**src/rtl/chain_walk_pkg.sv**
```systemverilog
package chain_walk_pkg;
  localparam int LEN_W   = 8;
  localparam int LINK_W  = 24;
  localparam int END_BIT = 23;
  localparam int COST_NODE = 10;
  localparam int COST_BODY = 5;

  typedef enum logic [3:0] {
    S_IDLE, S_CHECK, S_HDR_REQ, S_HDR_WAIT, S_PAY_REQ,
    S_PAY_WAIT, S_PAY_SEND, S_NODE_END, S_FINISH
  } walk_state_t;

  // Cost charged for one node of the given payload length.
  function automatic logic [31:0] node_cost(input logic [LEN_W-1:0] len);
    logic [31:0] c;
    c = 32'(COST_NODE);
    if (len != '0) c = c + 32'(COST_BODY) + 32'(len);
    return c;
  endfunction

  // Word address within the wrapped memory window.
  function automatic logic [18:0] word_of(input logic [LINK_W-1:0] a);
    return a[20:2];
  endfunction
endpackage

```
**src/rtl/chain_cost_acc.sv**
```systemverilog
module chain_cost_acc
  import chain_walk_pkg::*;
#(
  parameter int CYC_W = 32
) (
  input  logic             clk,
  input  logic             rst_n,
  input  logic             clear,
  input  logic             add,
  input  logic [LEN_W-1:0] len,
  output logic [CYC_W-1:0] total
);
  always_ff @(posedge clk) begin
    if (!rst_n)     total <= '0;
    else if (clear) total <= '0;
    else if (add)   total <= total + CYC_W'(node_cost(len));
  end

  // every node charges at least the fixed per-node cost
  p_cost_grows_r4: assert property (@(posedge clk) disable iff (!rst_n)
    (add && !clear) |=> ((total - $past(total)) >= CYC_W'(COST_NODE)));
endmodule

```
**src/rtl/chain_loop_guard.sv**
```systemverilog
module chain_loop_guard
  import chain_walk_pkg::*;
#(
  parameter int CNT_W      = 16,
  parameter int LOOP_FIRST = 32
) (
  input  logic              clk,
  input  logic              rst_n,
  input  logic              init,
  input  logic [LINK_W-1:0] init_addr,
  input  logic              advance,
  input  logic [LINK_W-1:0] next_addr,
  output logic              hit,
  output logic [CNT_W-1:0]  nodes
);
  logic [LINK_W-1:0] ckpt;
  logic [CNT_W-1:0]  limit;
  logic              at_limit;

  assign hit      = (next_addr == ckpt);
  assign at_limit = (nodes == limit);

  always_ff @(posedge clk) begin
    if (!rst_n) begin
      ckpt  <= '0;
      limit <= CNT_W'(LOOP_FIRST);
      nodes <= '0;
    end else if (init) begin
      ckpt  <= init_addr;
      limit <= CNT_W'(LOOP_FIRST);
      nodes <= '0;
    end else if (advance) begin
      nodes <= nodes + 1'b1;
      if (at_limit) begin
        ckpt <= next_addr;
        if (!limit[CNT_W-1]) limit <= limit << 1;
      end
    end
  end

  // the checkpoint interval is always a power of two
  p_limit_pow2_r5: assert property (@(posedge clk) disable iff (!rst_n)
    $countones(limit) == 1);
endmodule

```
**src/rtl/chain_walker.sv**
```systemverilog
module chain_walker
  import chain_walk_pkg::*;
#(
  parameter  int CYC_W      = 32,
  parameter  int CNT_W      = 16,
  parameter  int LOOP_FIRST = 32,
  parameter  int WRAP_BITS  = 21,
  localparam int MEM_AW     = WRAP_BITS - 2
) (
  input  logic              clk,
  input  logic              rst_n,
  input  logic              start,
  input  logic [31:0]       start_addr,
  input  logic              single_step,
  output logic              mem_req,
  output logic [MEM_AW-1:0] mem_addr,
  input  logic              mem_rvalid,
  input  logic [31:0]       mem_rdata,
  output logic              out_valid,
  output logic [31:0]       out_data,
  input  logic              out_ready,
  output logic              busy,
  output logic              done,
  output logic              done_loop,
  output logic [CYC_W-1:0]  done_cycles,
  output logic [CNT_W-1:0]  done_nodes,
  output logic [LINK_W-1:0] done_addr
);
  walk_state_t       state;
  logic [LINK_W-1:0] cur_addr, link_q;
  logic [MEM_AW-1:0] word_ptr;
  logic [LEN_W-1:0]  remain;
  logic [31:0]       data_q;
  logic              step_q, loop_q;

  // named events for the sub-blocks and assertions
  logic ev_launch, ev_hdr, ev_node_end, ev_accept, guard_hit;
  logic [LEN_W-1:0]  hdr_len;
  logic [LINK_W-1:0] hdr_link;

  assign ev_launch   = (state == S_IDLE) && start;
  assign ev_hdr      = (state == S_HDR_WAIT) && mem_rvalid;
  assign ev_node_end = (state == S_NODE_END);
  assign ev_accept   = (state == S_PAY_SEND) && out_ready;
  assign hdr_len     = mem_rdata[31:24];
  assign hdr_link    = mem_rdata[LINK_W-1:0];

  chain_cost_acc #(.CYC_W(CYC_W)) u_cost (
    .clk(clk), .rst_n(rst_n), .clear(ev_launch), .add(ev_hdr),
    .len(hdr_len), .total(done_cycles)
  );

  chain_loop_guard #(.CNT_W(CNT_W), .LOOP_FIRST(LOOP_FIRST)) u_guard (
    .clk(clk), .rst_n(rst_n), .init(ev_launch), .init_addr(start_addr[LINK_W-1:0]),
    .advance(ev_node_end), .next_addr(link_q), .hit(guard_hit), .nodes(done_nodes)
  );

  always_ff @(posedge clk) begin
    if (!rst_n) begin
      state    <= S_IDLE;
      cur_addr <= '0;
      link_q   <= '0;
      word_ptr <= '0;
      remain   <= '0;
      data_q   <= '0;
      step_q   <= 1'b0;
      loop_q   <= 1'b0;
    end else begin
      unique case (state)
        S_IDLE: if (start) begin
          cur_addr <= start_addr[LINK_W-1:0];
          step_q   <= single_step;
          loop_q   <= 1'b0;
          state    <= S_CHECK;
        end
        S_CHECK:   state <= cur_addr[END_BIT] ? S_FINISH : S_HDR_REQ;
        S_HDR_REQ: state <= S_HDR_WAIT;
        S_HDR_WAIT: if (mem_rvalid) begin
          remain   <= hdr_len;
          link_q   <= hdr_link;
          word_ptr <= MEM_AW'(word_of(cur_addr)) + 1'b1;
          state    <= (hdr_len != '0) ? S_PAY_REQ : S_NODE_END;
        end
        S_PAY_REQ: state <= S_PAY_WAIT;
        S_PAY_WAIT: if (mem_rvalid) begin
          data_q <= mem_rdata;
          state  <= S_PAY_SEND;
        end
        S_PAY_SEND: if (out_ready) begin
          remain   <= remain - 1'b1;
          word_ptr <= word_ptr + 1'b1;
          state    <= (remain == LEN_W'(1)) ? S_NODE_END : S_PAY_REQ;
        end
        S_NODE_END: begin
          cur_addr <= link_q;
          if (step_q) state <= S_FINISH;
          else if (guard_hit) begin
            loop_q <= 1'b1;
            state  <= S_FINISH;
          end else state <= S_CHECK;
        end
        S_FINISH: state <= S_IDLE;
        default:  state <= S_IDLE;
      endcase
    end
  end

  assign mem_req   = (state == S_HDR_REQ) || (state == S_PAY_REQ);
  assign mem_addr  = (state == S_HDR_REQ) ? MEM_AW'(word_of(cur_addr)) : word_ptr;
  assign out_valid = (state == S_PAY_SEND);
  assign out_data  = data_q;
  assign busy      = (state != S_IDLE);
  assign done      = (state == S_FINISH);
  assign done_loop = loop_q;
  assign done_addr = cur_addr;

  // an offered word is held while the consumer stalls
  p_hold_stream_r10: assert property (@(posedge clk) disable iff (!rst_n)
    (out_valid && !out_ready) |=> (out_valid && $stable(out_data)));
  // requests are single-cycle and never back to back
  p_one_req_r11: assert property (@(posedge clk) disable iff (!rst_n)
    mem_req |=> !mem_req);
  // done is a single pulse that returns the block to idle
  p_done_pulse_r9: assert property (@(posedge clk) disable iff (!rst_n)
    done |=> (!done && !busy));
  // an idle walker is silent on both ports
  p_idle_quiet_r9: assert property (@(posedge clk) disable iff (!rst_n)
    !busy |-> (!mem_req && !out_valid));
  // no header is fetched from an address carrying the end marker
  p_no_fetch_end_r2: assert property (@(posedge clk) disable iff (!rst_n)
    (state == S_HDR_REQ) |-> !cur_addr[END_BIT]);
  // a single-step walk never reports more than one node
  p_step_one_r6: assert property (@(posedge clk) disable iff (!rst_n)
    (done && step_q) |-> (done_nodes <= CNT_W'(1) && !done_loop));
  // an empty node neither reads payload nor drives the stream
  p_zero_len_r8: assert property (@(posedge clk) disable iff (!rst_n)
    (ev_hdr && hdr_len == '0) |=> (!mem_req && !out_valid));
  // the launch address is the start input with its top byte removed
  p_mask_r7: assert property (@(posedge clk) disable iff (!rst_n)
    ev_launch |=> (cur_addr == LINK_W'($past(start_addr) & 32'h00FF_FFFF)));
endmodule

```
**config.mk**
```make
export PLATFORM = sky130hd
export DESIGN_NAME = chain_walker
export DESIGN_NICKNAME = d
export VERILOG_FILES = /design/src/rtl/chain_walk_pkg.sv /design/src/rtl/chain_cost_acc.sv /design/src/rtl/chain_loop_guard.sv /design/src/rtl/chain_walker.sv
export SDC_FILE = /design/constraint.sdc
export NUM_CORES = 1
export LEC_CHECK = 0
export BUFFER_PORTS_ARGS = -buffer_cell sky130_fd_sc_hd__buf_2
export CAP_MARGIN = 20
export CELL_PAD_IN_SITES_DETAIL_PLACEMENT = 0
export CELL_PAD_IN_SITES_GLOBAL_PLACEMENT = 1
export CORE_MARGIN = 4
export CORE_UTILIZATION = 40
export CTS_CLUSTER_SIZE = 30
export DETAILED_ROUTE_END_ITERATION = 10
export GPL_TIMING_DRIVEN = 0
export PLACE_DENSITY_LB_ADDON = 0.1
export SLEW_MARGIN = 20
export SYNTH_ARGS = -nofsm -noshare
export SYNTH_HDL_FRONTEND = slang
export SYNTH_SLANG_ARGS = --single-unit
```
**constraint.sdc**
```tcl
create_clock -name clk -period 3.7 [get_ports clk]
set_input_delay 0 -clock clk [delete_from_list [all_inputs] [get_ports clk]]
set_output_delay 0 -clock clk [all_outputs]
set_load 0.01 [all_outputs]
```
==> impl_metrics.ini <==
[status]
status = finished, final reports clean

[critical_path]
cp_data_arrival_time_ns = 3.66
end_kind = flop
worstSetupPathType = primary input to flop
startpoint_type = primary input
critPathRequiredTime_ns = 4.03
crit_path_start = mem_rdata[28]
r2r-start = state[0]
ff2ff_path_depth = 14
cp_max_fo = 9

[grt]
grt_antenna_before_repair = 1
grt-ovfl-total = 0
grt_pass1_vias = 9783
grt_use_total_pct = 24.2
grt_start_max_net_pins = 21
grt_pass1_wl_um = 54700

[routing]
wl_per_cell_um = 18.2
num_vias = 10300
viasPerCell = 5.43
first_pass_iters = 5
ant_nets = 0
drt_iter0_markers = 766
post-route-drc-count = 0
drt_wl_total_um = 34500

[placed_design]
portBuffers = 187
pre_cts_ws_ns = 0.227
gp_congestion = 0.884
dp_cells = 1805
hpwlAfterDp_um = 25300
detailed_place.area_um2 = 11400

[power]
vdd_drop_max_v = 0.000223
p_leak_nw = 4.94
p_total_mw = 4.96
power.density_nw_per_um2 = 392

[clocking]
cts_tree = done
clock_path_buffers = 2
cts_made_buffers = 17
cts_sinks = 196
clk_latency_ns = 0.44
cts-htree-levels = 4
root_buffer = clkbuf_16
clk_pin_slew_ns = 0.08

[die]
fp.dieArea_um2 = 27800
fp.dieW_um = 167
fp.dieH_um = 167
rows = 57
core-area_um2 = 24500
io-pin-count = 198
start_util_pct = 41.1

[logic_synthesis]
yosysTopAreaCellShare_pct = 38.9
postSynthAreaPerCell_um2 = 7.79
synth_area_leader_cell = dfxtp_1
ys.flop_type = dfxtp_1
yosys_warnings = 0
synth_edf_count = 0
yosysSeqAreaShare_pct = 38.9
synth_cell_types = 67
synth_area_um2 = 10100
syn_nets = 1381
ys_seq_elements = 196
syn_inst = 1294
async_flop_share_pct = 0
ys_top_cells_by_area = dfxtp_1 39%, nand2_1 10%, a21oi_1 6.3%

[timing]
relSlewSlack_pct = 25.4
slew_violations = 0
fmax_mhz = 301
finClkSkew_ns = 0.0176
setup_viol = 0
worst_slack_ns = 0.377
grt_setup_unrepaired = no
fin_hold_ws_ns = 0.0447
min_period_ns = 3.32
setup_tns_ns = 0
worst_slew_pin_slew_ns = 1.11
finalCritPeriodShare_pct = 89.8
finalHoldViolations = 0

[finish]
stdcell_area_um2 = 12600
fin_nets = 1646
utilization_pct = 51.6
fillers = 2518
syn2layout_area_growth_pct = 25.4
drive_gt1_share_pct = 17.9
stdcell_count = 1897

[hold_path]
min_path_type = primary input to flop
min_from = out_ready
min_path_cells = 4

[job]
cap_viol_max_count = 0
==> flip-flops by register name, indices dropped and copies added, names as in the netlist <==
signal	cells
done_addr	24
done_loop	1
link_q	24
out_data	32
remain	8
state	4
step_q	1
u_cost.total	32
u_guard.ckpt	24
u_guard.limit	11
u_guard.nodes	16
word_ptr	19
==> critical path, cell delays in order <==
cell	delay, ns
dlygate4sd3_1	0.54
clkbuf_1	0.22
nor4_1	0.37
and3_1	0.30
nor2_1	0.07
ha_1	0.22
fa_1	0.43
a211oi_1	0.33
o21ai_0	0.27
a311oi_4	0.38
buf_12	0.17
or2_4	0.13
nor3_1	0.05
o21a_1	0.16
==> cell families (layout without fill, tap and decap cells) <==
family                     after synthesis  in the layout  synth area share [%]
xor gates and xnor gates                73             73                  6.34
adders and majority gates               17             17                  2.18
other                                    0              1                     0
muxes                                   42             42                  4.48
and+or+nand+nor                        543            543                  25.0
AOI/OAI and AO/OA                      312            312                  18.4
buffers and inverters                  111            389                  4.70
DFF                                    196            196                  38.9
==> layer usage <==
metal | track usage [%] | wire length (um)
met1 | 34.3 | 16400
met4 | 6.72 | 631
met5 | 0 | 0
met2 | 37.8 | 15100
met3 | 4.74 | 2360
==> layout make-up <==
cell class	instances	area, um^2	area share [%]
antenna	1	2.50	0.0198
tap	324	405	3.20
clock inverter	15	184	1.45
buffer	87	384	3.04
clock buffer	17	425	3.36
timing repair buffer	246	1540	12.1
multi-input combinational	987	5700	45.0
inverter	24	90.1	0.712
sequential	196	3920	31.0
==> cells in the final DEF, fill, tap and decap left out, types with 5 or more instances in the layout <==
cell type / instances
clkbuf_1: 64
nor3b_1: 6
or3_1: 7
clkbuf_16: 17
o22ai_1: 8
buf_2: 203
a21oi_1: 127
o21ai_0: 61
buf_6: 5
inv_1: 22
a211oi_1: 7
dlygate4sd3_1: 58
nand4_1: 30
dfxtp_1: 196
mux2_2: 25
xnor2_1: 45
a22oi_1: 29
nor4_1: 9
nor3_1: 22
and4_1: 8
and3_1: 12
nor2_1: 90
ha_1: 16
o21a_1: 5
xor2_1: 28
mux2i_1: 17
nand2_1: 279
o211ai_1: 6
a31oi_1: 36
nand3_1: 44
==> path summary, 6_finish.rpt <==
| check | end | slack [ns] |
|---|---|---|
| hold reg to reg | out_data[30] | 0.45 |
| hold / removal | state[2] | 0.04 |
| setup reg to reg | word_ptr[18] | 0.49 |
| setup / recovery | u_cost.total[26] | 0.38 |
==> report_power, final <==
part	switching, mW	total (mW)	internal, mW
Combinational	0.452	0.735	0.283
Sequential	0.0923	2.29	2.19
Clock	0.962	1.94	0.976
Total	1.51	4.96	3.45
==> cells in the mapped netlist, types with 7 or more instances <==
master,instances
nor2_1,90
and3_1,12
o21ai_0,61
a21oi_1,127
inv_1,22
dfxtp_1,196
nor4_1,9
mux2_2,25
nor3_1,22
o22ai_1,8
mux2i_1,17
xor2_1,28
a211oi_1,7
and4_1,8
nand4_1,30
nand2_1,279
a22oi_1,29
xnor2_1,45
a31oi_1,36
or3_1,7
clkbuf_1,64
nand3_1,44
buf_2,16
ha_1,16
==> repair_timing <==
action,in CTS,in global routing
buffers inserted,0,1
hold endpoints to repair,109,0
setup endpoints to repair,0,11
hold buffers,58,0
gates resized for setup,0,1
Note: power is estimated with default switching activity, not from simulation.
